`src/rtl/hw_pkg.sv`:
```
package hw_pkg;

  typedef enum logic [1:0] {ST_RUN, ST_HALT, ST_SETTLE} hw_state_e;
  typedef enum logic [1:0] {WK_PORT, WK_IRQ, WK_WDT, WK_EXT} wake_src_e;

  // one-hot reset cause indexed by {to, pdf}
  function automatic logic [3:0] cause_onehot(input logic pdf, input logic to);
    logic [1:0] idx;
    idx = {to, pdf};
    return 4'b0001 << idx;
  endfunction

  // interrupt dispatch when enabled and there is room to push the return address
  function automatic logic take_irq(input logic en, input logic full);
    return en & ~full;
  endfunction

  // fixed wake priority: ext > wdt > irq > port
  function automatic wake_src_e pick_wake(input logic ext, input logic wdt, input logic irq);
    if (ext) return WK_EXT;
    if (wdt) return WK_WDT;
    if (irq) return WK_IRQ;
    return WK_PORT;
  endfunction

endpackage

```
`src/rtl/hw_port_edge.sv`:
```
module hw_port_edge #(
  parameter int W = 8
) (
  input  logic         clk,
  input  logic         rst_n,
  input  logic [W-1:0] pins,
  input  logic [W-1:0] en,
  output logic [W-1:0] fall
);
  for (genvar i = 0; i < W; i++) begin : g_pin
    logic s1, s2, prev;
    always_ff @(posedge clk or negedge rst_n) begin
      if (!rst_n) begin
        s1   <= 1'b1;
        s2   <= 1'b1;
        prev <= 1'b1;
      end else begin
        s1   <= pins[i];
        s2   <= s1;
        prev <= s2;
      end
    end
    assign fall[i] = en[i] & prev & ~s2;
  end
endmodule

```
`src/rtl/hw_settle_timer.sv`:
```
module hw_settle_timer #(
  parameter int CYCLES = 1024
) (
  input  logic clk,
  input  logic rst_n,
  input  logic start,
  output logic busy,
  output logic last
);
  localparam int CW = (CYCLES > 2) ? $clog2(CYCLES) : 1;
  localparam logic [CW-1:0] LAST_V = CW'(CYCLES - 1);

  logic [CW-1:0] cnt;

  assign last = busy && (cnt == LAST_V);

  always_ff @(posedge clk or negedge rst_n) begin
    if (!rst_n) begin
      busy <= 1'b0;
      cnt  <= '0;
    end else if (start) begin
      busy <= 1'b1;
      cnt  <= '0;
    end else if (busy) begin
      if (last) busy <= 1'b0;
      else      cnt  <= cnt + 1'b1;
    end
  end
endmodule

```
`src/rtl/hw_status_flags.sv`:
```
module hw_status_flags (
  input  logic clk,
  input  logic rst_n,
  input  logic set_pdf,
  input  logic clr_pdf,
  input  logic set_to,
  input  logic clr_to,
  output logic pdf,
  output logic to
);
  always_ff @(posedge clk or negedge rst_n) begin
    if (!rst_n) begin
      pdf <= 1'b0;
      to  <= 1'b0;
    end else begin
      if (set_pdf)      pdf <= 1'b1;
      else if (clr_pdf) pdf <= 1'b0;
      if (set_to)       to  <= 1'b1;
      else if (clr_to)  to  <= 1'b0;
    end
  end
endmodule

```
`src/rtl/halt_wake_seq.sv`:
```
module halt_wake_seq #(
  parameter int PORT_W        = 8,
  parameter int SETTLE_CYCLES = 1024
) (
  input  logic              clk,
  input  logic              rst_n,
  input  logic              halt_cmd,
  input  logic              wdt_clr,
  input  logic              wdt_ovf,
  input  logic              ext_reset,
  input  logic              irq_req,
  input  logic              irq_en,
  input  logic              stack_full,
  input  logic [PORT_W-1:0] port_in,
  input  logic [PORT_W-1:0] port_wake_en,
  output logic              clk_en,
  output logic              core_stall,
  output logic              halted,
  output logic              resume_next,
  output logic              irq_take,
  output logic              warm_reset,
  output logic              full_init,
  output logic              pdf,
  output logic              to_flag,
  output logic [3:0]        cause
);
  import hw_pkg::*;

  hw_state_e   state;
  wake_src_e   wake_kind;
  logic        irq_blk;
  logic [PORT_W-1:0] port_fall;

  // named internal events
  logic in_run, in_halt, in_settle;
  logic port_fall_any, irq_wake, wake_any, halt_take;
  logic set_to_w, clr_pdf_w, settle_last;
  logic q_resume, q_irq, q_warm, q_init;

  hw_port_edge #(.W(PORT_W)) u_edge (
    .clk(clk), .rst_n(rst_n), .pins(port_in), .en(port_wake_en), .fall(port_fall)
  );

  assign in_run        = (state == ST_RUN);
  assign in_halt       = (state == ST_HALT);
  assign in_settle     = (state == ST_SETTLE);
  assign port_fall_any = |port_fall;
  assign irq_wake      = irq_req & ~irq_blk;
  assign wake_any      = in_halt & (ext_reset | wdt_ovf | irq_wake | port_fall_any);
  assign halt_take     = in_run & halt_cmd & ~wdt_ovf & ~ext_reset;
  assign set_to_w      = wdt_ovf & ~ext_reset & (in_run | in_halt);
  assign clr_pdf_w     = in_run & wdt_clr & ~halt_take;

  hw_settle_timer #(.CYCLES(SETTLE_CYCLES)) u_tmr (
    .clk(clk), .rst_n(rst_n), .start(wake_any), .busy(), .last(settle_last)
  );

  hw_status_flags u_flags (
    .clk(clk), .rst_n(rst_n),
    .set_pdf(halt_take), .clr_pdf(clr_pdf_w),
    .set_to(set_to_w), .clr_to(halt_take),
    .pdf(pdf), .to(to_flag)
  );

  always_ff @(posedge clk or negedge rst_n) begin
    if (!rst_n) begin
      state     <= ST_RUN;
      wake_kind <= WK_PORT;
      irq_blk   <= 1'b0;
      q_resume  <= 1'b0;
      q_irq     <= 1'b0;
      q_warm    <= 1'b0;
      q_init    <= 1'b0;
    end else begin
      q_resume <= 1'b0;
      q_irq    <= 1'b0;
      q_warm   <= 1'b0;
      q_init   <= 1'b0;
      unique case (state)
        ST_RUN: begin
          if (ext_reset || wdt_ovf) begin
            q_init <= 1'b1;
          end else if (halt_take) begin
            state   <= ST_HALT;
            irq_blk <= irq_req;
          end
        end
        ST_HALT: begin
          if (wake_any) begin
            state     <= ST_SETTLE;
            wake_kind <= pick_wake(ext_reset, wdt_ovf, irq_wake);
          end
        end
        ST_SETTLE: begin
          if (settle_last) begin
            state   <= ST_RUN;
            irq_blk <= 1'b0;
            unique case (wake_kind)
              WK_EXT:  q_init <= 1'b1;
              WK_WDT:  q_warm <= 1'b1;
              WK_IRQ:  begin
                if (take_irq(irq_en, stack_full)) q_irq <= 1'b1;
                else                              q_resume <= 1'b1;
              end
              default: q_resume <= 1'b1;
            endcase
          end
        end
        default: state <= ST_RUN;
      endcase
    end
  end

  assign clk_en      = ~in_halt;
  assign core_stall  = ~in_run;
  assign halted      = in_halt;
  assign resume_next = q_resume;
  assign irq_take    = q_irq;
  assign warm_reset  = q_warm;
  assign full_init   = q_init;
  assign cause       = cause_onehot(pdf, to_flag);
endmodule

```
`config.mk`:
```
export PLATFORM = sky130hd
export DESIGN_NAME = halt_wake_seq
export DESIGN_NICKNAME = d
export VERILOG_FILES = /design/src/rtl/hw_pkg.sv /design/src/rtl/hw_port_edge.sv /design/src/rtl/hw_settle_timer.sv /design/src/rtl/hw_status_flags.sv /design/src/rtl/halt_wake_seq.sv
export SDC_FILE = /design/constraint.sdc
export NUM_CORES = 1
export LEC_CHECK = 0
export BUFFER_PORTS_ARGS = -buffer_cell sky130_fd_sc_hd__buf_4
export CELL_PAD_IN_SITES_DETAIL_PLACEMENT = 0
export CELL_PAD_IN_SITES_GLOBAL_PLACEMENT = 1
export CORE_ASPECT_RATIO = 0.5
export CORE_UTILIZATION = 45
export CTS_CLUSTER_DIAMETER = 120
export DETAILED_ROUTE_END_ITERATION = 16
export GPL_ROUTABILITY_DRIVEN = 0
export GPL_TIMING_DRIVEN = 0
export PLACE_DENSITY = 0.79
export SETUP_SLACK_MARGIN = 0.3
export SLEW_MARGIN = 30
export SYNTH_ARGS = -nofsm -noshare
export SYNTH_HDL_FRONTEND = slang
export SYNTH_SLANG_ARGS = --single-unit
```
`constraint.sdc`:
```
create_clock -name clk -period 3.5 [get_ports clk]
set_input_delay 0.175 -clock clk [delete_from_list [all_inputs] [get_ports clk]]
set_output_delay 0.175 -clock clk [all_outputs]
set_load 0.1 [all_outputs]
```
==> flow_metrics.env <==
export IMPL_status="complete, no violations"
export IMPL_ys_top_cells_by_area="dfstp_2 (36%), dfrtp_1 (31%), nand2_1 (2.8%)"
export IMPL_syn_nets=171
export IMPL_worstPathRequired_ps=3720
export IMPL_min_from="stack_full"
export IMPL_min_period_ps=1790
export IMPL_synth_top_cell_by_area="dfstp_2"
export IMPL_vdd_drop_max_mv=0.284
export IMPL_p_per_area_nw_per_um2=761
export IMPL_cp_max_fo=10
export IMPL_reg2reg_from="u_edge.g_pin[4].prev"
export IMPL_tightest_slew_ps=552
export IMPL_vias=1239
export IMPL_power_frac_comb_pct=37.4
export IMPL_synth_top_flop_cell="dfstp_2"
export IMPL_fin_ws_ps=1710
export IMPL_post_cts_buffers=0
export IMPL_stdcell_count=249
export IMPL_worstSetupStartpointType="flop"
export IMPL_root_buffer="clkbuf_8"
export IMPL_p_switching_uw=739
export IMPL_core_rowCount=15
export IMPL_crit_arrival_ps=2010
export IMPL_hold_violations=0
export IMPL_core_um2=3580
export IMPL_fmax_ghz=0.558
export IMPL_wl_met3_um=236
export IMPL_drtPass1Iterations=4
export IMPL_first_global_vias=1098
export IMPL_place_hpwl_um=2170
export IMPL_port_buffers=37
export IMPL_top_layer="met4"
export IMPL_finClkSkew_ps=4.40
export IMPL_post_route_period_util_pct=51.2
export IMPL_drt_initial_drc_count=52
export IMPL_rsz0062_at_grt="no"
export IMPL_ant_nets=0
export IMPL_dieArea_um2=4200
export IMPL_setup_violations=0
export IMPL_wirelength_um=3160
export IMPL_p_int_mw=1.02
export IMPL_p_seq_share_pct=41.7
export IMPL_syn_area_um2=1770
export IMPL_dp_cells=233
export IMPL_cp_end_kind="flop"
export IMPL_drv_slew=0
export IMPL_boundaryPins=38
export IMPL_nets=224
export IMPL_clkTransAtPathRegs_ps=80
export IMPL_cts_buffers=5
export IMPL_drv_cap=0
export IMPL_grt_max_degree=47
export IMPL_htreeDepth=2
export IMPL_worst_path_largest_cell_delay_ps=530
export IMPL_track_usage_pct=17.5
export IMPL_clkPwrFrac_pct=20.9
export IMPL_die_x_um=90.6
export IMPL_setup_tns_ps=0
export IMPL_antenna_found_initial=0
export IMPL_clockBufferDepth=2
export IMPL_seq_area_frac_synth_pct=66.9
export IMPL_cp_cell_sequence="nand3b_1 -> and4_1 -> a31oi_1 -> buf_2 -> o21bai_1"
export IMPL_remaining_drc_errors=0
export IMPL_slowest_stage="dfstp_2"
export IMPL_grt_overflow_total=0
export IMPL_syn_inst=145
export IMPL_initial_core_util_pct=49.3
export IMPL_die_h_um=46.3
export IMPL_synth_top_cell_area_share_pct=35.7
export IMPL_p_leak_nw=1.02
export IMPL_wl_per_cell_um=12.7
export IMPL_hp_class="primary input to flop"
export IMPL_clk_latency_ps=290
export IMPL_cts_tree="built"
export IMPL_wl_met2_um=1250
export IMPL_synth_seq_cells=46
export IMPL_drt_vias_per_instance=4.98
export IMPL_grt_pass1_wl_um=5300
export IMPL_cp_startpoint="u_edge.g_pin[4].prev"
export IMPL_ys_warn_count=0
export IMPL_clkSinkCount=46
export IMPL_fillers=282
export IMPL_path_class="flop to flop"
export IMPL_avgSynthCellArea_um2=12.2
export IMPL_slew_headroom_pct=63.2
export IMPL_ys_async_sr_fraction_pct=100
export IMPL_layout_drive_gt1_share_pct=37.4
export IMPL_switching_share_pct=42.1
export IMPL_wl_met1_um=1640
export IMPL_synth_edf_count=0
export IMPL_area_delta_synth_final_pct=30.5
export IMPL_ys_types=39
export IMPL_place_worst_setup_slack_ps=1690
export IMPL_antenna_cells=0
==> sequential cells by signal (all words and copies together) (netlist names), 2 cells and up <==
register	cells
u_edge.g_pin.s2	8
u_edge.g_pin.prev	8
wake_kind	2
u_edge.g_pin.s1	8
state	2
u_tmr.cnt	10
==> layout by cell type (no fill, tap or decap), types with 2 or more instances in the layout <==
cell type | netlist | layout
o21bai_1 | 2 | 2
nand2b_1 | 4 | 4
nor2b_1 | 3 | 3
xor2_1 | 3 | 3
buf_4 | 0 | 37
o31ai_1 | 4 | 4
nor3_1 | 3 | 3
nor2_1 | 13 | 13
o21ai_0 | 4 | 4
clkbuf_8 | 0 | 6
dfstp_2 | 24 | 24
buf_2 | 2 | 2
and4_1 | 3 | 3
nand2_1 | 13 | 13
or4_1 | 3 | 3
dfrtp_1 | 22 | 22
inv_1 | 4 | 4
nand3b_1 | 6 | 6
a21oi_1 | 5 | 5
dlygate4sd3_1 | 0 | 9
nand3_1 | 6 | 6
==> worst paths after layout <==
kind                                      endpoint  slack [ps]  depth (start not counted)
min in group asynchronous             u_tmr.cnt[3]         420                          2
worst max register to register            state[1]        1710                          5
worst min-delay path                      irq_take          40                          2
worst min register to register  u_edge.g_pin[6].s2         350                          0
worst max-delay path                      state[1]        1710                          5
max in group asynchronous       u_edge.g_pin[1].s1        2700                          2
==> power by group through the flow <==
stage          sequential, mW  combinational, mW  clock, mW
2_1_floorplan           0.832              0.401          0
3_3_place_gp            0.737              0.644          0
3_5_place_dp            0.738              0.653          0
4_1_cts                 0.730              0.662      0.379
5_1_grt                 0.751              0.700      0.395
6_report                0.731              0.657      0.366
==> critical path, delay by kind of cell (launching register included) <==
kind                   cells  cell delay (ps)
AO/OA/AOI/OAI              2              550
AND/OR/NAND/NOR            2              330
flip-flops                 1              530
buffers and inverters      1              320
==> cell type report <==
| class | count | area (µm²) | share of cell area (%) |
|---|---|---|---|
| plain buffers | 2 | 10.0 | 0.434 |
| clock buffers | 7 | 108 | 4.67 |
| inverters | 5 | 18.8 | 0.814 |
| multi-input cells | 92 | 557 | 24.1 |
| flip-flops and latches | 46 | 1180 | 51.2 |
| well taps | 51 | 63.8 | 2.77 |
| repair buffers | 46 | 368 | 16.0 |
==> cells in the mapped netlist (2+ instances only) <==
master,instances
nand2_1,13
o31ai_1,4
dfrtp_1,22
xor2_1,3
nand3_1,6
and4_1,3
nand2b_1,4
nand3b_1,6
o21ai_0,4
nor3_1,3
or4_1,3
nor2b_1,3
nor2_1,13
buf_2,2
a21oi_1,5
dfstp_2,24
o21bai_1,2
inv_1,4
==> per-stage QoR <==
stage / utilization (%) / area (µm²) / hold WS [ps] / power [mW]
floorplan: - / 1770 / -121 / 1.23
global placement: 58.8 / 2110 / 200 / 1.38
detailed placement: 58.8 / 2110 / 205 / 1.39
CTS: 64.3 / 2310 / 25.2 / 1.77
global route: 64.3 / 2310 / 37.0 / 1.85
finish: 64.3 / 2310 / 40.2 / 1.75
==> kinds of logic after synthesis <==
| group | count (synthesis) | synth area share [%] |
|---|---|---|
| AOI/OAI and AO/OA | 21 | 7.51 |
| xor gates and xnor gates | 4 | 1.98 |
| adders and majority gates | 1 | 0.708 |
| buffers and inverters | 7 | 1.63 |
| DFF | 46 | 66.9 |
| muxes | 2 | 1.20 |
| and+or+nand+nor | 64 | 20.1 |
==> routing by layer <==
metal / GRT usage [%] / vias up
met5: 0 / -
met4: 7.74 / 0
met3: 5.45 / 5
met2: 24.7 / 39
met1: 25.1 / 582
li1: - / 613
==> what timing repair did <==
item / in CTS / in global routing
hold buffers: 9 / 0
gates resized for setup: 0 / 0
hold endpoints to repair: 30 / 0
Note: power is estimated with default switching activity, not from simulation.
